File: src/rtl/sckdiv_pkg.sv
// Package: shared field layout, derived widths and the phase-length record
// passed from the decoder to the phase generator.
// Assumes an 8-bit prescale code whose exponent bits sit at 4, 6 and 7.
package sckdiv_pkg;

    localparam int PS_W        = 8;                         // prescale code width
    localparam int SCALER_W    = 4;                         // linear scaler width
    localparam int EXP_W       = 3;                         // exponent width
    localparam int EXP_LSB_POS = 4;                         // exponent bit 0 position
    localparam int EXP_HI_POS  = 6;                         // exponent bit 1 position, bit 2 follows
    localparam int LEG_EN_POS  = 4;                         // legacy "valid" marker bit
    localparam int RATIO_W     = SCALER_W + (1 << EXP_W) - 1; // fits 15 << 7

    typedef enum logic {
        MODE_LEGACY = 1'b0,
        MODE_EXT    = 1'b1
    } sckdiv_mode_e;

    typedef struct packed {
        logic [RATIO_W-1:0] lead;   // active phase length in core clocks
        logic [RATIO_W-1:0] trail;  // idle phase length in core clocks
        logic               err;    // code is illegal
    } sckdiv_cfg_t;

endpackage

File: src/rtl/sckdiv_decode.sv
// Module: sckdiv_decode
// Turns a prescale code and mode into active/idle phase lengths.
// Extended: ratio = scaler << exponent, with the exponent gathered from bits
// that are not adjacent. Legacy: ratio = 2 * low nibble, clamped.
// Assumes: purely combinational; clk/rst_n are used only by the assertions.
module sckdiv_decode
    import sckdiv_pkg::*;
#(
    parameter int LEG_MIN_RATIO = 4,
    parameter int LEG_MAX_RATIO = 30
) (
    input  logic             clk,
    input  logic             rst_n,
    input  logic             ext_mode,
    input  logic [PS_W-1:0]  prescale,
    output sckdiv_cfg_t      cfg
);

    logic [SCALER_W-1:0] scaler;
    logic [EXP_W-1:0]    exp_v;
    logic [RATIO_W-1:0]  ext_ratio;
    logic [RATIO_W-1:0]  leg_raw;
    logic [RATIO_W-1:0]  leg_ratio;
    logic [RATIO_W-1:0]  ratio;
    logic [RATIO_W:0]    ratio_p1;
    logic [RATIO_W-1:0]  half_dn;
    logic                err;
    sckdiv_mode_e        mode;
    logic                unused_bits;

    assign mode        = sckdiv_mode_e'(ext_mode);
    assign scaler      = prescale[SCALER_W-1:0];
    assign unused_bits = ^prescale[5];

    // Gather exponent bits from their scattered positions
    for (genvar g = 0; g < EXP_W; g++) begin : g_exp
        localparam int POS = (g == 0) ? EXP_LSB_POS : EXP_HI_POS + g - 1;
        assign exp_v[g] = prescale[POS];
    end

    // Extended ratio: linear scaler times power of two
    assign ext_ratio = RATIO_W'(scaler) << exp_v;

    // Legacy ratio: twice the low nibble, clamped to the legal range
    always_comb begin
        leg_raw = RATIO_W'({scaler, 1'b0});
        if (leg_raw < RATIO_W'(LEG_MIN_RATIO))
            leg_ratio = RATIO_W'(LEG_MIN_RATIO);
        else if (leg_raw > RATIO_W'(LEG_MAX_RATIO))
            leg_ratio = RATIO_W'(LEG_MAX_RATIO);
        else
            leg_ratio = leg_raw;
    end

    // Mode selection and legality
    always_comb begin
        if (mode == MODE_EXT) begin
            ratio = ext_ratio;
            err   = (scaler == '0);
        end else begin
            ratio = leg_ratio;
            err   = !prescale[LEG_EN_POS];
        end
    end

    // Split the ratio: active phase rounds up, idle phase rounds down (min 1)
    always_comb begin
        ratio_p1 = {1'b0, ratio} + 1'b1;
        half_dn  = {1'b0, ratio[RATIO_W-1:1]};
        cfg.lead  = ratio_p1[RATIO_W:1];
        cfg.trail = (half_dn == '0) ? RATIO_W'(1) : half_dn;
        cfg.err   = err;
    end

    // legacy legal codes give even ratios inside the limits
    assert_legacy_even_R3: assert property (@(posedge clk) disable iff (!rst_n)
        (!ext_mode && !cfg.err) |->
            (ratio >= RATIO_W'(LEG_MIN_RATIO) && ratio <= RATIO_W'(LEG_MAX_RATIO) && !ratio[0]));

    // phases differ by at most one clock, active never shorter
    assert_phase_split_R5: assert property (@(posedge clk) disable iff (!rst_n)
        !cfg.err |-> (cfg.trail >= RATIO_W'(1) && cfg.lead >= cfg.trail &&
                      (cfg.lead - cfg.trail) <= RATIO_W'(1)));

endmodule

File: src/rtl/sckdiv_phase_gen.sv
// Module: sckdiv_phase_gen
// Counts core clocks through an idle phase then an active phase, drives the
// serial clock and an edge pulse. A new code/polarity is loaded only when an
// active phase ends, while disabled, or while the loaded code is illegal.
// Assumes cfg.lead and cfg.trail are at least 1.
module sckdiv_phase_gen
    import sckdiv_pkg::*;
(
    input  logic        clk,
    input  logic        rst_n,
    input  logic        enable,
    input  logic        cpol,
    input  sckdiv_cfg_t cfg,
    output logic        sck,
    output logic        sck_edge,
    output logic        cfg_err
);

    logic [RATIO_W-1:0] cnt_q, cnt_d;
    logic [RATIO_W-1:0] cur_lead_q, cur_trail_q;
    logic               cur_err_q, cur_cpol_q;
    logic               active_q, active_d;
    logic               sck_q, sck_d;
    logic               edge_q;
    logic               load;

    // Next-state: restart, idle phase count, active phase count
    always_comb begin
        cnt_d    = cnt_q;
        active_d = active_q;
        sck_d    = sck_q;
        load     = 1'b0;
        if (!enable || cur_err_q) begin
            load     = 1'b1;
            active_d = 1'b0;
            cnt_d    = '0;
            sck_d    = cpol;
        end else if (!active_q) begin
            if (cnt_q == cur_trail_q - 1'b1) begin
                active_d = 1'b1;
                cnt_d    = '0;
                sck_d    = ~cur_cpol_q;
            end else begin
                cnt_d = cnt_q + 1'b1;
            end
        end else begin
            if (cnt_q == cur_lead_q - 1'b1) begin
                active_d = 1'b0;
                cnt_d    = '0;
                sck_d    = cpol;
                load     = 1'b1;
            end else begin
                cnt_d = cnt_q + 1'b1;
            end
        end
    end

    // State registers and period-boundary configuration load
    always_ff @(posedge clk) begin
        if (!rst_n) begin
            cnt_q       <= '0;
            active_q    <= 1'b0;
            sck_q       <= 1'b0;
            edge_q      <= 1'b0;
            cur_lead_q  <= RATIO_W'(2);
            cur_trail_q <= RATIO_W'(2);
            cur_err_q   <= 1'b0;
            cur_cpol_q  <= 1'b0;
        end else begin
            cnt_q    <= cnt_d;
            active_q <= active_d;
            sck_q    <= sck_d;
            edge_q   <= (sck_d != sck_q);
            if (load) begin
                cur_lead_q  <= cfg.lead;
                cur_trail_q <= cfg.trail;
                cur_err_q   <= cfg.err;
                cur_cpol_q  <= cpol;
            end
        end
    end

    assign sck      = sck_q;
    assign sck_edge = edge_q;
    assign cfg_err  = cur_err_q;

    // edge pulse marks exactly the cycles where sck just changed
    assert_edge_pulse_R7: assert property (@(posedge clk) disable iff (!rst_n)
        edge_q == (sck_q != $past(sck_q)));

    // an illegal loaded code keeps the clock idle
    assert_err_idle_R2: assert property (@(posedge clk) disable iff (!rst_n)
        cur_err_q |-> (sck_q == cur_cpol_q && !active_q));

    // counter stays inside the current phase length
    assert_cnt_bound_R5: assert property (@(posedge clk) disable iff (!rst_n)
        active_q ? (cnt_q < cur_lead_q) : (cnt_q < cur_trail_q));

    // disabled means count zero, idle level
    assert_restart_R8: assert property (@(posedge clk) disable iff (!rst_n)
        ($past(rst_n) && !$past(enable)) |->
            (!active_q && cnt_q == '0 && sck_q == $past(cpol)));

    // configuration is frozen inside an active phase
    assert_no_midphase_load_R9: assert property (@(posedge clk) disable iff (!rst_n)
        (active_q && $past(active_q)) |->
            ($stable(cur_lead_q) && $stable(cur_trail_q) && $stable(cur_cpol_q)));

endmodule

File: src/rtl/spi_sck_divider.sv
// Module: spi_sck_divider (top)
// Serial clock prescaler with a legacy even-ratio encoding and an extended
// scaler x power-of-two encoding. Decoder feeds the phase generator.
// Assumes all inputs are synchronous to clk.
module spi_sck_divider
    import sckdiv_pkg::*;
#(
    parameter int LEG_MIN_RATIO = 4,
    parameter int LEG_MAX_RATIO = 30
) (
    input  logic            clk,
    input  logic            rst_n,
    input  logic            enable,
    input  logic            ext_mode,
    input  logic            cpol,
    input  logic [PS_W-1:0] prescale,
    output logic            sck,
    output logic            sck_edge,
    output logic            cfg_err
);

    sckdiv_cfg_t dec_cfg;

    sckdiv_decode #(
        .LEG_MIN_RATIO (LEG_MIN_RATIO),
        .LEG_MAX_RATIO (LEG_MAX_RATIO)
    ) u_decode (
        .clk      (clk),
        .rst_n    (rst_n),
        .ext_mode (ext_mode),
        .prescale (prescale),
        .cfg      (dec_cfg)
    );

    sckdiv_phase_gen u_phase (
        .clk      (clk),
        .rst_n    (rst_n),
        .enable   (enable),
        .cpol     (cpol),
        .cfg      (dec_cfg),
        .sck      (sck),
        .sck_edge (sck_edge),
        .cfg_err  (cfg_err)
    );

    // outputs low while in reset
    assert_reset_quiet_R10: assert property (@(posedge clk)
        $past(!rst_n) |-> (!sck && !sck_edge && !cfg_err));

endmodule

File: config.mk
export PLATFORM = sky130hd
export DESIGN_NAME = spi_sck_divider
export DESIGN_NICKNAME = d
export VERILOG_FILES = /design/src/rtl/sckdiv_pkg.sv /design/src/rtl/sckdiv_decode.sv /design/src/rtl/sckdiv_phase_gen.sv /design/src/rtl/spi_sck_divider.sv
export SDC_FILE = /design/constraint.sdc
export NUM_CORES = 1
export LEC_CHECK = 0
export BUFFER_PORTS_ARGS = -buffer_cell sky130_fd_sc_hd__clkbuf_2
export CAP_MARGIN = 10
export CELL_PAD_IN_SITES_DETAIL_PLACEMENT = 0
export CELL_PAD_IN_SITES_GLOBAL_PLACEMENT = 1
export CORE_MARGIN = 5
export CORE_UTILIZATION = 46
export CTS_BUF_LIST = sky130_fd_sc_hd__clkbuf_8 sky130_fd_sc_hd__clkbuf_16
export CTS_CLUSTER_SIZE = 28
export DETAILED_ROUTE_END_ITERATION = 8
export PLACE_DENSITY = 0.79
export SETUP_SLACK_MARGIN = 0.3
export SYNTH_ARGS = -nofsm -noshare
export SYNTH_HDL_FRONTEND = slang
export SYNTH_SLANG_ARGS = --single-unit
File: constraint.sdc
create_clock -name clk -period 3.8 [get_ports clk]
set_clock_uncertainty 0.15 [all_clocks]
set_input_delay 0.57 -clock clk [delete_from_list [all_inputs] [get_ports clk]]
set_output_delay 0.57 -clock clk [all_outputs]
set_load 0.01 [all_outputs]
==> impl_metrics.py, run 1 <==
metrics = {
    "die": {
        "initial_utilization_pct": 46.46,
        "die_height_um": 83.89,
        "std_cell_rows": 27,
        "floorplan.die.width_um": 83.89,
        "core_area_sq_um": 5405,
        "pin_count": 16,
        "design.die.area_sq_um": 7037,
    },
    "setup_path": {
        "ff2ff_setup_slack_ns": 0.70,
        "setup.worst_path.start_class": "flip-flop",
        "r2r_cells": 10,
        "crit_path_max_fanout": 11,
        "max_stage_delay_on_crit_path_ns": 0.53,
        "worstPathArrival_ns": 3.12,
        "reg2reg_from": "u_phase.cur_lead_q[0]",
        "critical_path_required_ns": 3.82,
        "critical_path.slowest_cell": "sky130_fd_sc_hd__o311a_2",
        "regToRegEndpoint": "u_phase.cnt_q[9]",
        "cp-startpoint": "u_phase.cur_lead_q[0]",
        "endpoint_kind": "flip-flop",
        "setup.worst_path.class": "reg2reg",
        "timing.critical_path.cells": "inv_1, ha_1, nor4b_2, and2_2, a22o_1, a2111o_1, o311a_2, o21ai_1, buf_4, nor2_1",
        "cp_endpoint": "u_phase.cnt_q[9]",
    },
    "sta": {
        "timing.max_slew.rel_slack_pct": 68.93,
        "finalSetupViolCount": 0,
        "worst_pin_slew_ns": 0.4660,
        "final_max_slew_viols": 0,
        "report.final.hold_viol_count": 0,
        "timing.fmax_mhz": 322.4,
        "final.setup.tns_ns": 0,
        "final.setup.worst_slack_ns": 0.6980,
        "final.min_clock_period_ns": 3.102,
        "rsz0062_at_grt": "false",
        "ratio_of_final_minimum_period_to_clock_period_pct": 81.63,
    },
    "layout": {
        "multiInputGateArea_sq_um": 1620,
        "area_delta_synth_final_pct": 8.321,
        "insertedDiodeCount": 0,
        "design.final.nets": 338,
        "final_layout_size_suffix_gt1_share_pct": 12.42,
        "finish.utilization_pct": 50.32,
        "final_cell_mix": "42 x sky130_fd_sc_hd__nor2_1, 37 x sky130_fd_sc_hd__dfxtp_1, 20 x sky130_fd_sc_hd__nand2_1, 19 x sky130_fd_sc_hd__xnor2_1, 18 x sky130_fd_sc_hd__xor2_1",
        "regArea_sq_um": 740.7,
        "layout.cells.most_common": "sky130_fd_sc_hd__nor2_1",
        "fill_cells": 556,
    },
    "drt": {
        "length_of_the_first_detailed_routing_pass_in_iterations": 4,
        "initialDrtViolationCount": 91,
        "routed_wire_length_per_instance_um": 14.87,
        "drc": 0,
        "routed_via_count": 2206,
        "antenna_left": 0,
        "viasPerCell": 5.599,
        "wirelength_um": 5857,
    },
    "clocking": {
        "cts-buffers-inserted": 5,
        "clock_path_buffers": 2,
        "clock_latency_ns": 0.29,
        "cts-resized-gates": 0,
        "number_of_h_tree_levels": 2,
        "setup_fix_buffers_added_after_clock_tree_synthesis": 0,
        "cts_hold_buf": 0,
        "clk_transition_reported_paths_ns": 0.08,
        "clock-sinks": 37,
        "clock_root_cell": "sky130_fd_sc_hd__clkbuf_8",
        "cts_tree": "built",
    },
    "synth": {
        "synth_area_per_cell_sq_um": 7.997,
        "synthArstFlopShare_pct": 0,
        "synth.net_count": 331,
        "synth.yosys.warnings": 0,
        "number_of_synthesized_flops_with_an_enable_pin": 0,
        "postSynthRegisterBits": 37,
        "ys_seq_area_share_pct": 29.50,
        "syn-instance-count": 314,
        "cell_area_synth_sq_um": 2511,
        "post_synth_num_cell_types": 61,
        "dominantRegCellSynth": "sky130_fd_sc_hd__dfxtp_1",
    },
    "global_route": {
        "via_count_of_the_first_global_routing_pass": 2055,
        "globalRouteTotalUtil_pct": 16.97,
        "largest_net_degree_at_the_start_of_global_routing": 20,
        "antenna_found_initial": 0,
        "gr-total-overflow": 0,
        "grt_pass1_wl_um": 9798,
    },
    "placed_design": {
        "place.port_buffers": 14,
        "place.detailed.hpwl_um": 4482,
        "place.gp.congestion": 0.8039,
        "dp_worst_slack_ns": 0.7357,
    },
    "worst_hold_path": {
        "path_class_of_the_lowest_slack_min_delay_path": "reg2reg",
        "worstHoldStart": "u_phase.cur_trail_q[6]",
        "timing.hold.worst_path_depth": 2,
    },
    "run": {
        "drv_cap": 0,
    },
    "pwr": {
        "p_leak_nw": 1.091,
        "power-per-cell-area_nw_per_um2": 355.1,
        "vdd_ir_drop_max_mv": 0.2171,
    },
    "outcome": {
        "run_status": "complete, no violations",
    },
}
cell type report:
type                       instances  share of cell area [%]
sequential                        37                   27.23
clock inverter                     3                   1.610
multi-input combinational        243                   59.57
tap                               72                   3.312
inverter                          17                   2.346
clock buffer                       5                   2.530
timing repair buffer              17                   3.404
worst min path at each step:
stage | end | slack, ns
floorplan | u_phase.cur_trail_q[8] | 0.30
global placement | u_phase.cur_lead_q[10] | 0.31
detailed placement | u_phase.cur_lead_q[10] | 0.32
CTS | u_phase.cur_trail_q[6] | 0.33
global route | u_phase.cur_lead_q[10] | 0.35
finish | u_phase.cur_trail_q[6] | 0.33
routing by layer:
layer	vias up	global-route usage [%]	part of all wire [%]
met4	0	3.070	0.67
met1	1038	22.31	48
met2	42	29.07	48
met3	4	3.258	3.4
met5	-	0	0
li1	1122	-	-
kinds of logic (layout without fill, tap and decap cells):
family / Yosys count / in the layout / synth area share [%]
AO/OA/AOI/OAI: 63 / 63 / 18.84
XOR/XNOR: 37 / 37 / 12.90
adder cells (fa/ha/maj): 4 / 4 / 1.993
buffers and inverters: 34 / 42 / 5.979
flip-flops: 37 / 37 / 29.50
multiplexers: 14 / 14 / 5.630
AND/OR/NAND/NOR: 125 / 125 / 25.16
sequential cells by signal (all words and copies together) (netlist names):
signal / cells
u_phase.cnt_q: 11
u_phase.cur_cpol_q: 1
u_phase.sck: 1
u_phase.sck_edge: 1
u_phase.cfg_err: 1
u_phase.cur_trail_q: 10
u_phase.cur_lead_q: 11
u_phase.active_q: 1
power breakdown:
group	switching [W]	internal [W]
combinational	0.000109	0.0000847
sequential	0.0000233	0.000402
clock	0.000150	0.000197
cells in the mapped netlist (all sizes together) (2+ instances only):
library cell / number / area (sq um)
nor2: 43 / 163.9
dfxtp: 37 / 740.7
nand2: 21 / 81.33
xnor2: 19 / 166.4
xor2: 18 / 157.7
inv: 17 / 63.81
nand3: 16 / 80.08
a21oi: 13 / 65.06
mux2i: 13 / 130.1
clkbuf: 12 / 45.04
nor3: 11 / 55.05
o21ai: 11 / 55.05
and2: 5 / 32.53
and3: 5 / 31.28
buf: 4 / 32.53
ha: 4 / 50.05
nor4: 4 / 25.02
o211ai: 4 / 30.03
a31oi: 3 / 18.77
nand2b: 3 / 18.77
nand3b: 3 / 22.52
nor3b: 3 / 22.52
o311a: 3 / 31.28
o31ai: 3 / 36.28
a221o: 2 / 22.52
a221oi: 2 / 17.52
a22o: 2 / 17.52
a41oi: 2 / 17.52
nor2b: 2 / 12.51
o2111ai: 2 / 17.52
o21ba: 2 / 20.02
o22ai: 2 / 18.77
o41ai: 2 / 17.52
or2: 2 / 12.51
or3: 2 / 12.51
worst max-delay path: cells and delay by family, from the launching register on:
| kind | cells | cell delay [ns] |
|---|---|---|
| DFF | 1 | 0.46 |
| and+or+nand+nor | 3 | 0.50 |
| AOI/OAI and AO/OA | 4 | 1.34 |
| adders and majority gates | 1 | 0.27 |
| buffers and inverters | 2 | 0.27 |
stage by stage:
| step | hold WS, ns | power (W) | cells | cell area [sq um] |
|---|---|---|---|---|
| after floorplan | 0.2976 | 0.0005820 | 314 | 2511 |
| after global placement | 0.3137 | 0.0006264 | 386 | 2608 |
| after detailed placement | 0.3170 | 0.0006281 | 386 | 2608 |
| after CTS | 0.3318 | 0.0009719 | 394 | 2720 |
| after global routing | 0.3488 | 0.001019 | 394 | 2720 |
| final | 0.3284 | 0.0009660 | 394 | 2720 |
Note: power is estimated with default switching activity, not from simulation.
==> inputs of run 2 (changes only) <==
--- a/config.mk
+++ b/config.mk
@@ -10,11 +10,11 @@
 export CELL_PAD_IN_SITES_DETAIL_PLACEMENT = 0
 export CELL_PAD_IN_SITES_GLOBAL_PLACEMENT = 1
 export CORE_MARGIN = 5
-export CORE_UTILIZATION = 46
+export CORE_UTILIZATION = 41
 export CTS_BUF_LIST = sky130_fd_sc_hd__clkbuf_8 sky130_fd_sc_hd__clkbuf_16
 export CTS_CLUSTER_SIZE = 28
 export DETAILED_ROUTE_END_ITERATION = 8
-export PLACE_DENSITY = 0.79
+export PLACE_DENSITY = 0.75
 export SETUP_SLACK_MARGIN = 0.3
 export SYNTH_ARGS = -nofsm -noshare
 export SYNTH_HDL_FRONTEND = slang
==> constraint.sdc (replaced) <==
create_clock -name clk -period 2.55 [get_ports clk]
set_clock_uncertainty 0.15 [all_clocks]
set_input_delay 0.3825 -clock clk [delete_from_list [all_inputs] [get_ports clk]]
set_output_delay 0.3825 -clock clk [all_outputs]
set_load 0.01 [all_outputs]
==> run 2 against run 1 <==
Effect of this change:
- wire length is 11% higher
- flip-flop and latch count stayed put
- non-clock buffer count is 43 higher
- critical path depth is 1 higher
- global-route usage is 1.4 points higher
- clock power is 18% higher
- the flow now finishes with violations (negative setup slack)
- via count is 5.7% higher
- utilization is 2.1 points higher
- power is 49% higher
- sequential share of layout area is 3.4 points lower
- cell area is 15% higher
- combinational power is 110% higher
==> impl_metrics.py, run 2 (synthesis results as in run 1) <==
metrics = {
    "outcome": {
        "run_status": "finished, violations left",
        "failed_checks": "negative setup slack",
    },
    "setup_path": {
        "endpoint_kind": "flip-flop",
        "critical_path_required_ns": 2.60,
        "reg2reg_from": "u_phase.cur_lead_q[1]",
        "r2r_cells": 11,
        "ff2ff_setup_slack_ns": -0.14,
        "crit_path_max_fanout": 4,
        "worstSetupPathDepth": 11,
        "regToRegEndpoint": "u_phase.sck",
        "critical_path.slowest_cell": "sky130_fd_sc_hd__a221o_2",
        "worstPathArrival_ns": 2.74,
        "cp_endpoint": "u_phase.sck",
        "max_stage_delay_on_crit_path_ns": 0.35,
        "setup.worst_path.class": "reg2reg",
        "setup.worst_path.start_class": "flip-flop",
        "cp-startpoint": "u_phase.cur_lead_q[1]",
        "critical_path_buf_inv_count": 3,
        "timing.critical_path.cells": "inv_2, ha_4, nor4b_4, buf_4, nand3_1, a221o_2, a22oi_2, o31ai_4, buf_4, a221o_2, a31oi_1",
        "worst_path_dominant_cell_family": "compound AO/OA/AOI/OAI gates",
    },
    "clocking": {
        "cts-buffers-inserted": 5,
        "clock-sinks": 37,
        "clk_transition_reported_paths_ns": 0.07,
        "clock_path_buffers": 2,
        "cts_tree": "built",
        "clock_latency_ns": 0.29,
        "number_of_h_tree_levels": 2,
        "clock_root_cell": "sky130_fd_sc_hd__clkbuf_8",
    },
    "placed_design": {
        "place.gp.congestion": 0.8424,
        "place.detailed.hpwl_um": 5108,
        "place.port_buffers": 14,
        "placed_cells": 425,
        "postPlaceCellArea_sq_um": 2947,
    },
    "die": {
        "design.die.area_sq_um": 7790,
        "initial_utilization_pct": 42.16,
        "die_height_um": 88.26,
        "std_cell_rows": 28,
        "floorplan.die.width_um": 88.26,
        "core_area_sq_um": 5956,
        "pin_count": 16,
    },
    "global_route": {
        "largest_net_degree_at_the_start_of_global_routing": 14,
        "via_count_of_the_first_global_routing_pass": 2277,
        "antenna_found_initial": 0,
        "gr-total-overflow": 0,
        "grt_pass1_wl_um": 11190,
        "globalRouteTotalUtil_pct": 18.33,
    },
    "drt": {
        "routed_wire_length_per_instance_um": 14.87,
        "antenna_left": 0,
        "initialDrtViolationCount": 84,
        "viasPerCell": 5.312,
        "wirelength_um": 6526,
        "drc": 0,
        "routed_via_count": 2332,
        "length_of_the_first_detailed_routing_pass_in_iterations": 4,
    },
    "pwr": {
        "p_leak_nw": 1.327,
        "power_frac_clock_pct": 28.5,
        "intPower_w": 0.001007,
        "switchingPower_w": 0.0004299,
        "vdd_ir_drop_max_mv": 0.2563,
        "combinationalPowerShare_pct": 28.2,
        "power-per-cell-area_nw_per_um2": 460.3,
        "sequentialPowerShare_pct": 43.2,
        "sw_frac_of_total_pct": 29.93,
    },
    "layout": {
        "layout.cells.most_common": "sky130_fd_sc_hd__buf_4",
        "layoutNonFillerInstCount": 439,
        "insertedDiodeCount": 0,
        "finish.utilization_pct": 52.40,
        "area_delta_synth_final_pct": 24.26,
        "final_cell_mix": "42 x sky130_fd_sc_hd__buf_4, 41 x sky130_fd_sc_hd__nor2_1, 35 x sky130_fd_sc_hd__dfxtp_1, 20 x sky130_fd_sc_hd__nand2_1, 19 x sky130_fd_sc_hd__xnor2_1",
        "largestRegisters": "u_phase.cnt_q (11), u_phase.cur_lead_q (11), u_phase.cur_trail_q (10)",
        "final_layout_size_suffix_gt1_share_pct": 26.37,
        "final_design_area_no_fill_sq_um": 3120,
        "design.final.nets": 381,
    },
    "sta": {
        "finalSetupViolCount": 23,
        "worst_pin_slew_ns": 0.4367,
        "rsz0062_at_grt": "true",
        "final.setup.worst_slack_ns": -0.1361,
        "hold_slack_ns": 0.2377,
        "timing.max_slew.rel_slack_pct": 70.89,
        "final_max_slew_viols": 0,
        "timing.fmax_mhz": 372.3,
        "report.final.hold_viol_count": 0,
        "ratio_of_final_minimum_period_to_clock_period_pct": 105.3,
        "final.min_clock_period_ns": 2.686,
    },
    "run": {
        "drv_cap": 0,
    },
    "worst_hold_path": {
        "path_class_of_the_lowest_slack_min_delay_path": "in2reg",
    },
}
## run 2: changes by cell type in the layout (fill, tap and decap cells not counted), sizes merged
cell	delta
clkbuf	+1
buf	+43
bufinv	-1
clkinv	-1
## run 2: what timing repair did
| action | 4_1_cts | 5_1_grt |
|---|---|---|
| hold buffers | 0 | 0 |
| buffers inserted | 5 | 1 |
| resized for setup | 7 | 4 |
| gates cloned | 1 | 0 |
| setup endpoints to repair | 37 | 37 |
| pin swaps | 6 | 7 |
## run 2: cell type report
| class | count | area (sq um) |
|---|---|---|
| clock buffers | 6 | 82.58 |
| clock inverters | 1 | 3.754 |
| fillers | 603 | 2835 |
| inverters | 17 | 63.81 |
| multi-input cells | 243 | 1694 |
| flip-flops and latches | 37 | 743.2 |
| well taps | 75 | 93.84 |
| repair buffers | 60 | 439.2 |
## run 2: worst reg2reg max path, delay by kind of cell (launching register included)
family	cells	cell delay, ns
compound gates	5	1.23
buf+inv	3	0.41
flops	1	0.33
fa+ha+maj	1	0.15
simple gates	2	0.34
## run 2: how the worst min path moves through the flow
stage | start | cells after the start | endpoint | slack (ns)
after global placement | u_phase.cur_lead_q[9] | 2 | u_phase.cur_lead_q[9] | 0.34
after CTS | cpol | 3 | u_phase.cur_cpol_q | 0.23
after detailed placement | u_phase.cur_lead_q[10] | 1 | u_phase.cur_lead_q[10] | 0.35
after floorplan | u_phase.cur_trail_q[8] | 2 | u_phase.cur_trail_q[8] | 0.30
after global routing | cpol | 3 | u_phase.cur_cpol_q | 0.25
final | cpol | 3 | u_phase.cur_cpol_q | 0.24
## run 2: power groups by stage
stage	Clock (W)	Sequential, W	Combinational [W]
5_1_grt	0.000447	0.000624	0.000445
3_5_place_dp	0	0.000634	0.000382
6_report	0.000410	0.000621	0.000406
3_3_place_gp	0	0.000632	0.000376
4_1_cts	0.000419	0.000621	0.000400
2_1_floorplan	0	0.000636	0.000249
## run 2: per-layer routing
| layer | share of wire (%) | up-vias | track usage, % | routed length [um] |
|---|---|---|---|---|
| met5 | 0 | - | 0 | 0 |
| met2 | 45 | 45 | 29.71 | 2957 |
| met3 | 3.2 | 11 | 3.166 | 212 |
| li1 | - | 1211 | - | - |
| met4 | 1.8 | 0 | 4.945 | 116 |
| met1 | 50 | 1065 | 25.20 | 3239 |
## run 2: metrics by stage
step                total power (W)  setup TNS [ns]  setup slack (ns)
global route               0.001517          -6.222           -0.2555
finish                     0.001436         -0.8051           -0.1361
global placement           0.001009          -1.367          -0.07104
CTS                        0.001440          -2.136           -0.1304
floorplan                 0.0008854         -0.4113          -0.07866
detailed placement         0.001016          -2.611           -0.1379
==> inputs of run 3 (changes only) <==
--- a/config.mk
+++ b/config.mk
@@ -10,12 +10,13 @@
 export CELL_PAD_IN_SITES_DETAIL_PLACEMENT = 0
 export CELL_PAD_IN_SITES_GLOBAL_PLACEMENT = 1
 export CORE_MARGIN = 5
-export CORE_UTILIZATION = 41
+export CORE_UTILIZATION = 42
 export CTS_BUF_LIST = sky130_fd_sc_hd__clkbuf_8 sky130_fd_sc_hd__clkbuf_16
 export CTS_CLUSTER_SIZE = 28
 export DETAILED_ROUTE_END_ITERATION = 8
-export PLACE_DENSITY = 0.75
+export PLACE_DENSITY = 0.76
 export SETUP_SLACK_MARGIN = 0.3
 export SYNTH_ARGS = -nofsm -noshare
 export SYNTH_HDL_FRONTEND = slang
+export SYNTH_HIERARCHICAL = 1
 export SYNTH_SLANG_ARGS = --single-unit
==> run 3 against run 2 <==
Effect of this change:
- the flow still finishes with violations (negative setup slack)
- final cell count up 8.4%
- clock-buffer cell count unchanged
- synthesized cell count up 13%
- via count up 14%
- sequential share of layout area down 3.1 points
- largest cell class unchanged
- global-route usage about the same
- register-to-register slack better by 0.096 ns
- flip-flop and latch count up 1
- fmax up 3.7%
==> impl_metrics.py, run 3 <==
metrics = {
    "setup_path": {
        "setup.worst_path.start_class": "flip-flop",
        "critical_path_required_ns": 2.62,
        "r2r_cells": 11,
        "crit_path_max_fanout": 4,
        "setup.worst_path.class": "reg2reg",
        "path_common_cell": "sky130_fd_sc_hd__buf_4",
        "endpoint_kind": "flip-flop",
        "critical_path.slowest_cell": "sky130_fd_sc_hd__or4b_4",
        "timing.critical_path.cells": "inv_2, ha_4, or4b_4, xnor2_1, or4_1, o211ai_1, nand4_1, buf_4, buf_4, mux2i_1, a211oi_1",
        "worstPathArrival_ns": 2.66,
        "max_stage_delay_on_crit_path_ns": 0.50,
    },
    "clocking": {
        "clock_latency_ns": 0.30,
        "clock_path_buffers": 2,
        "number_of_h_tree_levels": 2,
        "clk_transition_reported_paths_ns": 0.08,
        "cts_tree": "built",
        "clock-sinks": 38,
        "cts_hold_buf": 0,
        "cts-buffers-inserted": 5,
        "clock_root_cell": "sky130_fd_sc_hd__clkbuf_8",
    },
    "global_route": {
        "global_route.usage.met2_pct": 28.42,
        "grt.busiest_layer": "met2",
        "globalRouteTotalUtil_pct": 18.34,
        "gr-total-overflow": 0,
        "grt_pass1_wl_um": 12480,
        "antenna_found_initial": 0,
        "via_count_of_the_first_global_routing_pass": 2483,
        "largest_net_degree_at_the_start_of_global_routing": 51,
        "use_met3_pct": 3.388,
        "met1_usage_pct": 25.00,
    },
    "pwr": {
        "power-per-cell-area_nw_per_um2": 421.5,
        "p_leak_nw": 1.477,
        "vdd_ir_drop_max_mv": 0.1865,
    },
    "sta": {
        "ratio_of_final_minimum_period_to_clock_period_pct": 101.6,
        "final.setup.worst_slack_ns": -0.04057,
        "finalSetupViolCount": 18,
        "final.min_clock_period_ns": 2.591,
        "report.final.hold_viol_count": 0,
        "timing.fmax_mhz": 386.0,
        "final_max_slew_viols": 0,
        "rsz0062_at_grt": "true",
    },
    "die": {
        "floorplan.die.width_um": 91.49,
        "design.die.area_sq_um": 8370,
        "initial_utilization_pct": 43.42,
        "pin_count": 16,
        "die_height_um": 91.49,
        "core_area_sq_um": 6422,
        "std_cell_rows": 29,
    },
    "run": {
        "drv_cap": 0,
    },
    "placed_design": {
        "dp_worst_slack_ns": -0.1112,
        "place.detailed.hpwl_um": 5095,
        "place.gp.congestion": 0.8423,
        "placed_cells": 448,
        "place.port_buffers": 14,
    },
    "layout": {
        "fill_cells": 570,
        "final_layout_size_suffix_gt1_share_pct": 34.59,
        "layout.cells.most_common": "sky130_fd_sc_hd__nand2_1",
        "final_cell_mix": "36 x sky130_fd_sc_hd__nand2_1, 35 x sky130_fd_sc_hd__buf_4, 31 x sky130_fd_sc_hd__dfxtp_1, 26 x sky130_fd_sc_hd__nor2_1, 21 x sky130_fd_sc_hd__xnor2_1",
        "insertedDiodeCount": 0,
        "largestRegisters": "u_phase/cnt_q (11), u_phase/cur_lead_q (11), u_phase/cur_trail_q (11)",
        "area_delta_synth_final_pct": 34.10,
        "design.final.nets": 415,
        "multiInputGateArea_sq_um": 2066,
        "regArea_sq_um": 774.5,
        "layoutNonFillerInstCount": 476,
        "finish.utilization_pct": 58.23,
    },
    "synth": {
        "cell_area_synth_sq_um": 2789,
        "postSynthRegisterBits": 38,
        "post_synth_num_cell_types": 61,
        "ys_seq_area_share_pct": 27.28,
        "synth_largest_area_cell": "sky130_fd_sc_hd__dfxtp_1",
        "most_area_consuming_cells_after_synthesis": "sky130_fd_sc_hd__dfxtp_1 27%, sky130_fd_sc_hd__xnor2_1 6.6%, sky130_fd_sc_hd__nand3_1 6.5%",
        "post_synth_most_frequent_cells": "38 x sky130_fd_sc_hd__dfxtp_1, 36 x sky130_fd_sc_hd__nand2_1, 36 x sky130_fd_sc_hd__nand3_1",
        "dominantRegCellSynth": "sky130_fd_sc_hd__dfxtp_1",
        "syn-instance-count": 354,
        "synthArstFlopShare_pct": 0,
        "synth.yosys.warnings": 6,
        "yosys.area.top_type_share_pct": 27.28,
        "synth_area_per_cell_sq_um": 7.878,
        "number_of_synthesized_flops_with_an_enable_pin": 0,
        "top_count_cell_post_synth": "sky130_fd_sc_hd__dfxtp_1",
    },
    "drt": {
        "routed_wire_length_per_instance_um": 16.58,
        "initialDrtViolationCount": 117,
        "viasPerCell": 5.607,
        "wirelength_um": 7892,
        "drc": 0,
        "routed_via_count": 2669,
        "length_of_the_first_detailed_routing_pass_in_iterations": 4,
        "antenna_left": 0,
    },
    "worst_hold_path": {
        "timing.hold.worst_path_depth": 3,
        "path_class_of_the_lowest_slack_min_delay_path": "in2reg",
    },
    "outcome": {
        "run_status": "finished, violations left",
        "failed_checks": "negative setup slack",
    },
}
[run 3: cell count changes in the layout (fill, tap and decap cells not counted), sizes merged, moves of 5 or more]
cell,delta
nand3,+20
nor2,-16
nand2,+15
o21ai,+13
mux2i,-7
nor2b,+7
inv,-6
a21oi,-5
nand4,+5
[run 3: cells by family (layout without fill, tap and decap cells)]
group / after synthesis / count (layout) / synth area share, %
simple gates: 152 / 152 / 29.21
other cells: 1 / 2 / 0.1345
compound gates: 68 / 68 / 17.81
xor+xnor: 42 / 42 / 13.46
flops: 38 / 38 / 27.28
mux: 7 / 7 / 2.961
buf+inv: 42 / 86 / 7.357
fa+ha+maj: 4 / 4 / 1.795
[run 3: where the power goes]
part / leakage (nW) / internal (W) / switching [W]
sequential: 0.312 / 0.000617 / 0.0000268
combinational: 1.12 / 0.000243 / 0.000249
clock: 0.0472 / 0.000217 / 0.000223
[run 3: critical path: cells and delay by family (launching register included)]
kind            cells  cell delay (ns)
compound gates      2             0.30
xor+xnor            1             0.14
fa+ha+maj           1             0.12
buf+inv             3             0.36
flops               1             0.33
mux                 1             0.11
simple gates        3             1.00
[run 3: worst paths after layout]
| check | start | to | slack [ns] |
|---|---|---|---|
| min | cpol | u_phase/cur_cpol_q | 0.20 |
| max | u_phase/cur_trail_q[1] | u_phase/sck | -0.04 |
| max reg2reg | u_phase/cur_trail_q[1] | u_phase/sck | -0.04 |
| min reg2reg | u_phase/cur_lead_q[10] | u_phase/cur_lead_q[10] | 0.34 |
[run 3: through the flow]
step                hold WS (ns)  instance area (sq um)  total power, W  setup TNS [ns]
global placement          0.3230                   3213        0.001032          -1.057
CTS                       0.1910                   3552        0.001541          -1.137
finish                    0.2011                   3740        0.001576         -0.4496
floorplan                 0.3138                   2953       0.0009367               0
global route              0.2092                   3740        0.001659          -2.378
detailed placement        0.3349                   3213        0.001038          -1.637
[run 3: what timing repair did]
action                     in CTS  in global routing
pin swaps                      13                 12
gates cloned                    4                  3
buffers inserted                6                  7
gates resized for setup        21                 17
setup endpoints to repair      38                 38
[run 3: routing by layer]
metal	wire, um	share of wire (%)	vias up
met5	0	0	-
li1	-	-	1337
met3	243	3.1	10
met2	3846	49	46
met4	133	1.7	0
met1	3668	46	1276
[run 3: final cells by class]
type | instances | share of cell area [%]
Clock buffer | 6 | 2.208
Clock inverter | 2 | 0.3346
Inverter | 12 | 1.271
Multi-Input combinational cell | 275 | 55.24
Sequential cell | 38 | 20.71
Tap cell | 77 | 2.576
Timing Repair Buffer | 66 | 17.66
